===== src/rtl/fetch_pkg.sv =====
package fetch_pkg;
  localparam int XLEN = 32;
  localparam logic [XLEN-1:0] ROM_MUL = 32'h9E37_79B1;
  localparam logic [XLEN-1:0] ROM_ADD = 32'h1357_2468;

  // Program store contents, computed per index instead of tabulated.
  function automatic logic [XLEN-1:0] rom_word(input logic [XLEN-1:0] idx);
    return idx * ROM_MUL + ROM_ADD;
  endfunction
endpackage


===== src/rtl/fetch_pc_reg.sv =====
module fetch_pc_reg #(
  parameter int XLEN = 32,
  parameter logic [XLEN-1:0] RESET_PC = '0
) (
  input  logic            clk,
  input  logic            rst,
  input  logic [XLEN-1:0] pc_d,
  output logic [XLEN-1:0] pc_q
);
  always_ff @(posedge clk) begin
    if (rst) pc_q <= RESET_PC;
    else     pc_q <= pc_d;
  end

  p_reset_value_r1: assert property (@(posedge clk) rst |=> pc_q == RESET_PC)
    else $error("R1: program counter not cleared by reset");
endmodule


===== src/rtl/fetch_next_pc.sv =====
module fetch_next_pc #(
  parameter int XLEN = 32,
  parameter int STEP = 4
) (
  input  logic [XLEN-1:0] pc,
  input  logic            stall,
  input  logic            take,
  input  logic [XLEN-1:0] target,
  output logic [XLEN-1:0] pc_next,
  output logic [XLEN-1:0] pc_seq
);
  localparam logic [XLEN-1:0] STEP_V = XLEN'(STEP);

  assign pc_seq = pc + STEP_V;

  // Priority: stall, then branch, then sequential step.
  always_comb begin
    if (stall)     pc_next = pc;
    else if (take) pc_next = target;
    else           pc_next = pc_seq;
  end
endmodule


===== src/rtl/fetch_rom.sv =====
module fetch_rom #(
  parameter int XLEN = 32,
  parameter int AW   = 14
) (
  input  logic [AW-1:0]   idx,
  output logic [XLEN-1:0] word
);
  localparam int PAD = XLEN - AW;

  always_comb word = fetch_pkg::rom_word({{PAD{1'b0}}, idx});
endmodule


===== src/rtl/instr_fetch_stage.sv =====
module instr_fetch_stage #(
  parameter int ROM_AW = 14
) (
  input  logic        clk,
  input  logic        rst,
  input  logic        stall_i,
  input  logic        br_take_i,
  input  logic [31:0] br_target_i,
  output logic [31:0] pc_o,
  output logic [31:0] instr_o,
  output logic [31:0] pc_plus4_o
);
  localparam int XLEN = fetch_pkg::XLEN;
  localparam int IDX_LO = 2;
  localparam int IDX_HI = IDX_LO + ROM_AW - 1;

  logic [XLEN-1:0] pc_q;
  logic [XLEN-1:0] pc_d;
  logic [XLEN-1:0] pc_seq;

  fetch_pc_reg #(.XLEN(XLEN)) u_pc (
    .clk(clk), .rst(rst), .pc_d(pc_d), .pc_q(pc_q)
  );

  fetch_next_pc #(.XLEN(XLEN), .STEP(4)) u_npc (
    .pc(pc_q), .stall(stall_i), .take(br_take_i), .target(br_target_i),
    .pc_next(pc_d), .pc_seq(pc_seq)
  );

  fetch_rom #(.XLEN(XLEN), .AW(ROM_AW)) u_rom (
    .idx(pc_q[IDX_HI:IDX_LO]), .word(instr_o)
  );

  assign pc_o       = pc_q;
  assign pc_plus4_o = pc_seq;

  p_seq_step_r2: assert property (@(posedge clk) disable iff (rst)
    (!stall_i && !br_take_i) |=> pc_o == $past(pc_o) + 32'd4)
    else $error("R2: sequential step wrong");

  p_branch_load_r3: assert property (@(posedge clk) disable iff (rst)
    (!stall_i && br_take_i) |=> pc_o == $past(br_target_i))
    else $error("R3: branch target not loaded");

  p_stall_hold_r4: assert property (@(posedge clk) disable iff (rst)
    stall_i |=> $stable(pc_o))
    else $error("R4: program counter moved under stall");
endmodule


===== config.mk =====
export PLATFORM = sky130hd
export DESIGN_NAME = instr_fetch_stage
export DESIGN_NICKNAME = d
export VERILOG_FILES = /design/src/rtl/fetch_pkg.sv /design/src/rtl/fetch_pc_reg.sv /design/src/rtl/fetch_next_pc.sv /design/src/rtl/fetch_rom.sv /design/src/rtl/instr_fetch_stage.sv
export SDC_FILE = /design/constraint.sdc
export NUM_CORES = 1
export LEC_CHECK = 0
export CORE_MARGIN = 2
export CORE_UTILIZATION = 35
export CTS_CLUSTER_SIZE = 12
export DETAILED_ROUTE_END_ITERATION = 10
export DONT_BUFFER_PORTS = 1
export GPL_TIMING_DRIVEN = 0
export MAX_ROUTING_LAYER = met4
export SLEW_MARGIN = 20
export SYNTH_ARGS = -nofsm -noshare
export SYNTH_HDL_FRONTEND = slang
export SYNTH_HIERARCHICAL = 1
export SYNTH_SLANG_ARGS = --single-unit

===== constraint.sdc =====
create_clock -name clk -period 9 [get_ports clk]
set_clock_uncertainty 0.15 [all_clocks]
set_input_delay 1.8 -clock clk [delete_from_list [all_inputs] [get_ports clk]]
set_output_delay 1.8 -clock clk [all_outputs]
set_load 0.02 [all_outputs]

==> results.yml <==
hold_path:
  min_path_type: "register to register"
  hp-start: "u_pc/pc_q[3]"
detailed_routing:
  wire_per_inst_um: 18.2
  vias_per_cell: 5.06
  wl_mm: 23.1
  postRouteAntennaNets: 0
  num_vias: 6395
  drc: 0
  first_pass_iters: 5
  drt_iter0_drc: 344
critical_path:
  crit_path_max_incr_delay_ns: 1.06
  critPathKind: "register to output pin"
  crit_slowest_cell: "dfxtp_1"
  cp_max_fo: 14
  critical_path.top_delay_family: "adder cells"
  crit_required_ns: 7.05
  timing.rr.start: "u_pc/pc_q[9]"
  reg2reg_slack_ns: 6.13
  critPathMostFrequentCell: "fa_1"
  crit_start: "u_pc/pc_q[9]"
  worst-path-buf-inv: 2
  cp_cell_sequence: "ha_1 > inv_1 > fa_1 > fa_1 > fa_1 > fa_1 > inv_1 > fa_1 > ha_1 > o21ai_0 > o21bai_1 > and3b_1 > o21ai_1 > o21ai_0 > o21ai_0 > xor2_1"
  arrival_ns: 6.71
  start_kind: "register"
  end_kind: "output pin"
clock_network:
  cts.sinks: 32
  tritoncts: "done"
  clkLatencyLatePin_ns: 0.28
  cts_htree_levels: 2
  cts_root_buffer: "clkbuf_16"
  clockBufferDepth: 2
  cts_buffers: 5
  clk_pin_slew_ns: 0.06
  postCtsSetupBuffers: 0
timing:
  slew_viol_final: 0
  finalHoldViolCount: 0
  fmax_ghz: 0.115
  setup_violations: 0
  tns_ns: 0
  layout_min_cycle_time_ns: 8.66
  max_slew_margin_pct: 25.1
  grt_setup_unrepaired: "no"
  max_slew.worst_pin.slew_ns: 1.12
  post-route-period-util_pct: 96.2
power:
  ir_worst_vdd_v: 0.000257
  cellPowerDensity_nw_per_um2: 256
  leakagePower_nw: 4.46
  p_total_mw: 2.34
synthesis:
  synthArstFlopShare_pct: 0
  synth-xor-area-share_pct: 6.88
  synth-adder-area-share_pct: 49.1
  synthSimpleGateAreaFrac_pct: 12.9
  post_synth_num_cell_types: 59
  synth_edf_count: 0
  synth_top_family_by_area: "adder cells"
  synth-seq-area-share_pct: 7.51
  synthCells: 932
  synth_compound_area_share_pct: 12.2
  synthMuxAreaShare_pct: 0.382
  yosysWarnings: 6
  ys_ff_latch: 32
  synthFlopType: "dfxtp_1"
  synth_fp_nets: 1221
  syn_avg_cell_area_um2: 9.15
  synth_area_um2: 8530
global_route:
  gr-usage-all-layers_pct: 18.7
  grt_pass1_wl_mm: 36.6
  grt_max_degree: 19
  grt_pass1_vias: 6580
  antenna_found_initial: 0
  overflow: 0
die:
  die_h_um: 160
  ioPinCount: 132
  core_um2: 24100
  dieArea_um2: 25600
  die_x_um: 160
  row_count: 57
  initial_core_util_pct: 35.4
layout:
  largest_reg_flops: 32
  top_regs: "u_pc/pc_q (32)"
  diodes: 0
  syn_to_final_growth_pct: 6.99
  fillers: 2475
  regMostFlops: "u_pc/pc_q"
  drive_gt1_share_pct: 5.96
  fin_nets: 1228
place:
  dp_hpwl_mm: 18.8
  port_buffers: 0
  place_congestion: 0.907
job:
  maxCapViolCount: 0
outcome:
  status: "completed"
report_power, final:
group	leakage, nW	internal [mW]	switching, mW	total [mW]
clock network	0.0798	0.130	0.0682	0.198
registers	0.267	0.150	0.0395	0.189
logic	4.11	0.691	1.26	1.95
worst register-to-register path, cell delays in order, from the launching register on:
cell and delay (ns):
dfxtp_1 1.06, nand4_4 0.40, nor4_4 0.65, and3_1 0.28, o211ai_1 0.10, nor2b_1 0.13
worst paths after layout:
check / to / cells after the start
worst min-delay path: u_pc/pc_q[3] / 3
worst min register to register: u_pc/pc_q[3] / 3
worst max register to register: u_pc/pc_q[26] / 5
worst max-delay path: instr_o[30] / 16
repair_timing:
action,in CTS,in global routing
resized for setup,2,9
hold buffers,0,0
setup endpoints to repair,1,5
pin swaps,0,0
per-layer routing:
layer	vias up	GRT usage [%]	share of wire, %
met4	0	3.48	1.4
met3	17	3.25	6.3
met2	206	30.4	47
met5	-	-	0
met1	3129	24.7	45
li1	3043	-	-
layout make-up:
class,instances,area [um2],area share [%]
clock inverters,3,42.5,0.466
multi-input cells,663,6950,76.2
plain buffers,32,169,1.85
flip-flops and latches,32,659,7.23
inverters,205,773,8.48
well taps,324,405,4.44
clock buffers,5,125,1.37
through the flow:
| step | area (um2) | hold WS [ns] | util, % | setup WS [ns] | instances |
|---|---|---|---|---|---|
| finish | 9120 | 0.614 | 37.8 | 0.342 | 1264 |
| global route | 9120 | 0.663 | 37.8 | 0.00322 | 1264 |
| CTS | 9100 | 0.613 | 37.8 | 0.0282 | 1264 |
| detailed placement | 8930 | 0.604 | 37.1 | 0.241 | 1256 |
| global placement | 8930 | 0.586 | 37.0 | 0.206 | 1256 |
| floorplan | 8530 | 0.560 | - | 1.18 | 932 |
layout by cell type, fill, tap and decap left out, types with 11 or more instances in the layout:
cell      instances
inv_1           204
fa_1            136
ha_1            117
xnor2_1          46
nor2_1           38
nor2b_1          34
nand2_1          31
a21oi_1          30
o21ai_0          26
xor2_1           21
dfxtp_1          21
a22oi_1          20
nand3_1          16
nand4_1          15
clkbuf_1         14
nor3_1           14
o211ai_1         11
cells by family after synthesis:
family	count (synthesis)
mux	3
simple gates	190
buf+inv	237
xor+xnor	67
fa+ha+maj	253
flops	32
compound gates	150
Yosys cell counts (all sizes together), types with 2 or more instances:
library cell	n	area share [%]
a22oi	20	1.8
a41o	2	0.23
nand3	16	0.94
or2	3	0.22
inv	205	9.0
nor2	38	1.7
a21oi	30	1.8
o21bai	10	0.92
o311ai	6	0.62
and3	8	0.59
o211ai	11	0.97
nand2b	2	0.15
ha	117	17
o21ai	29	1.7
nand4	20	2.1
nor3	14	0.82
o2bb2ai	5	0.51
nand2	31	1.4
or4	2	0.18
o41ai	5	0.69
clkbuf	16	0.73
and2	6	0.44
fa	136	32
nor4	9	1.2
and4	4	0.43
nor2b	34	2.5
a211oi	6	0.53
o21a	7	0.62
buf	16	1.2
xnor2	46	4.7
a31oi	3	0.22
mux2	2	0.26
a21o	9	0.79
xor2	21	2.2
dfxtp	32	7.5
(Power assumes the default switching activity.)
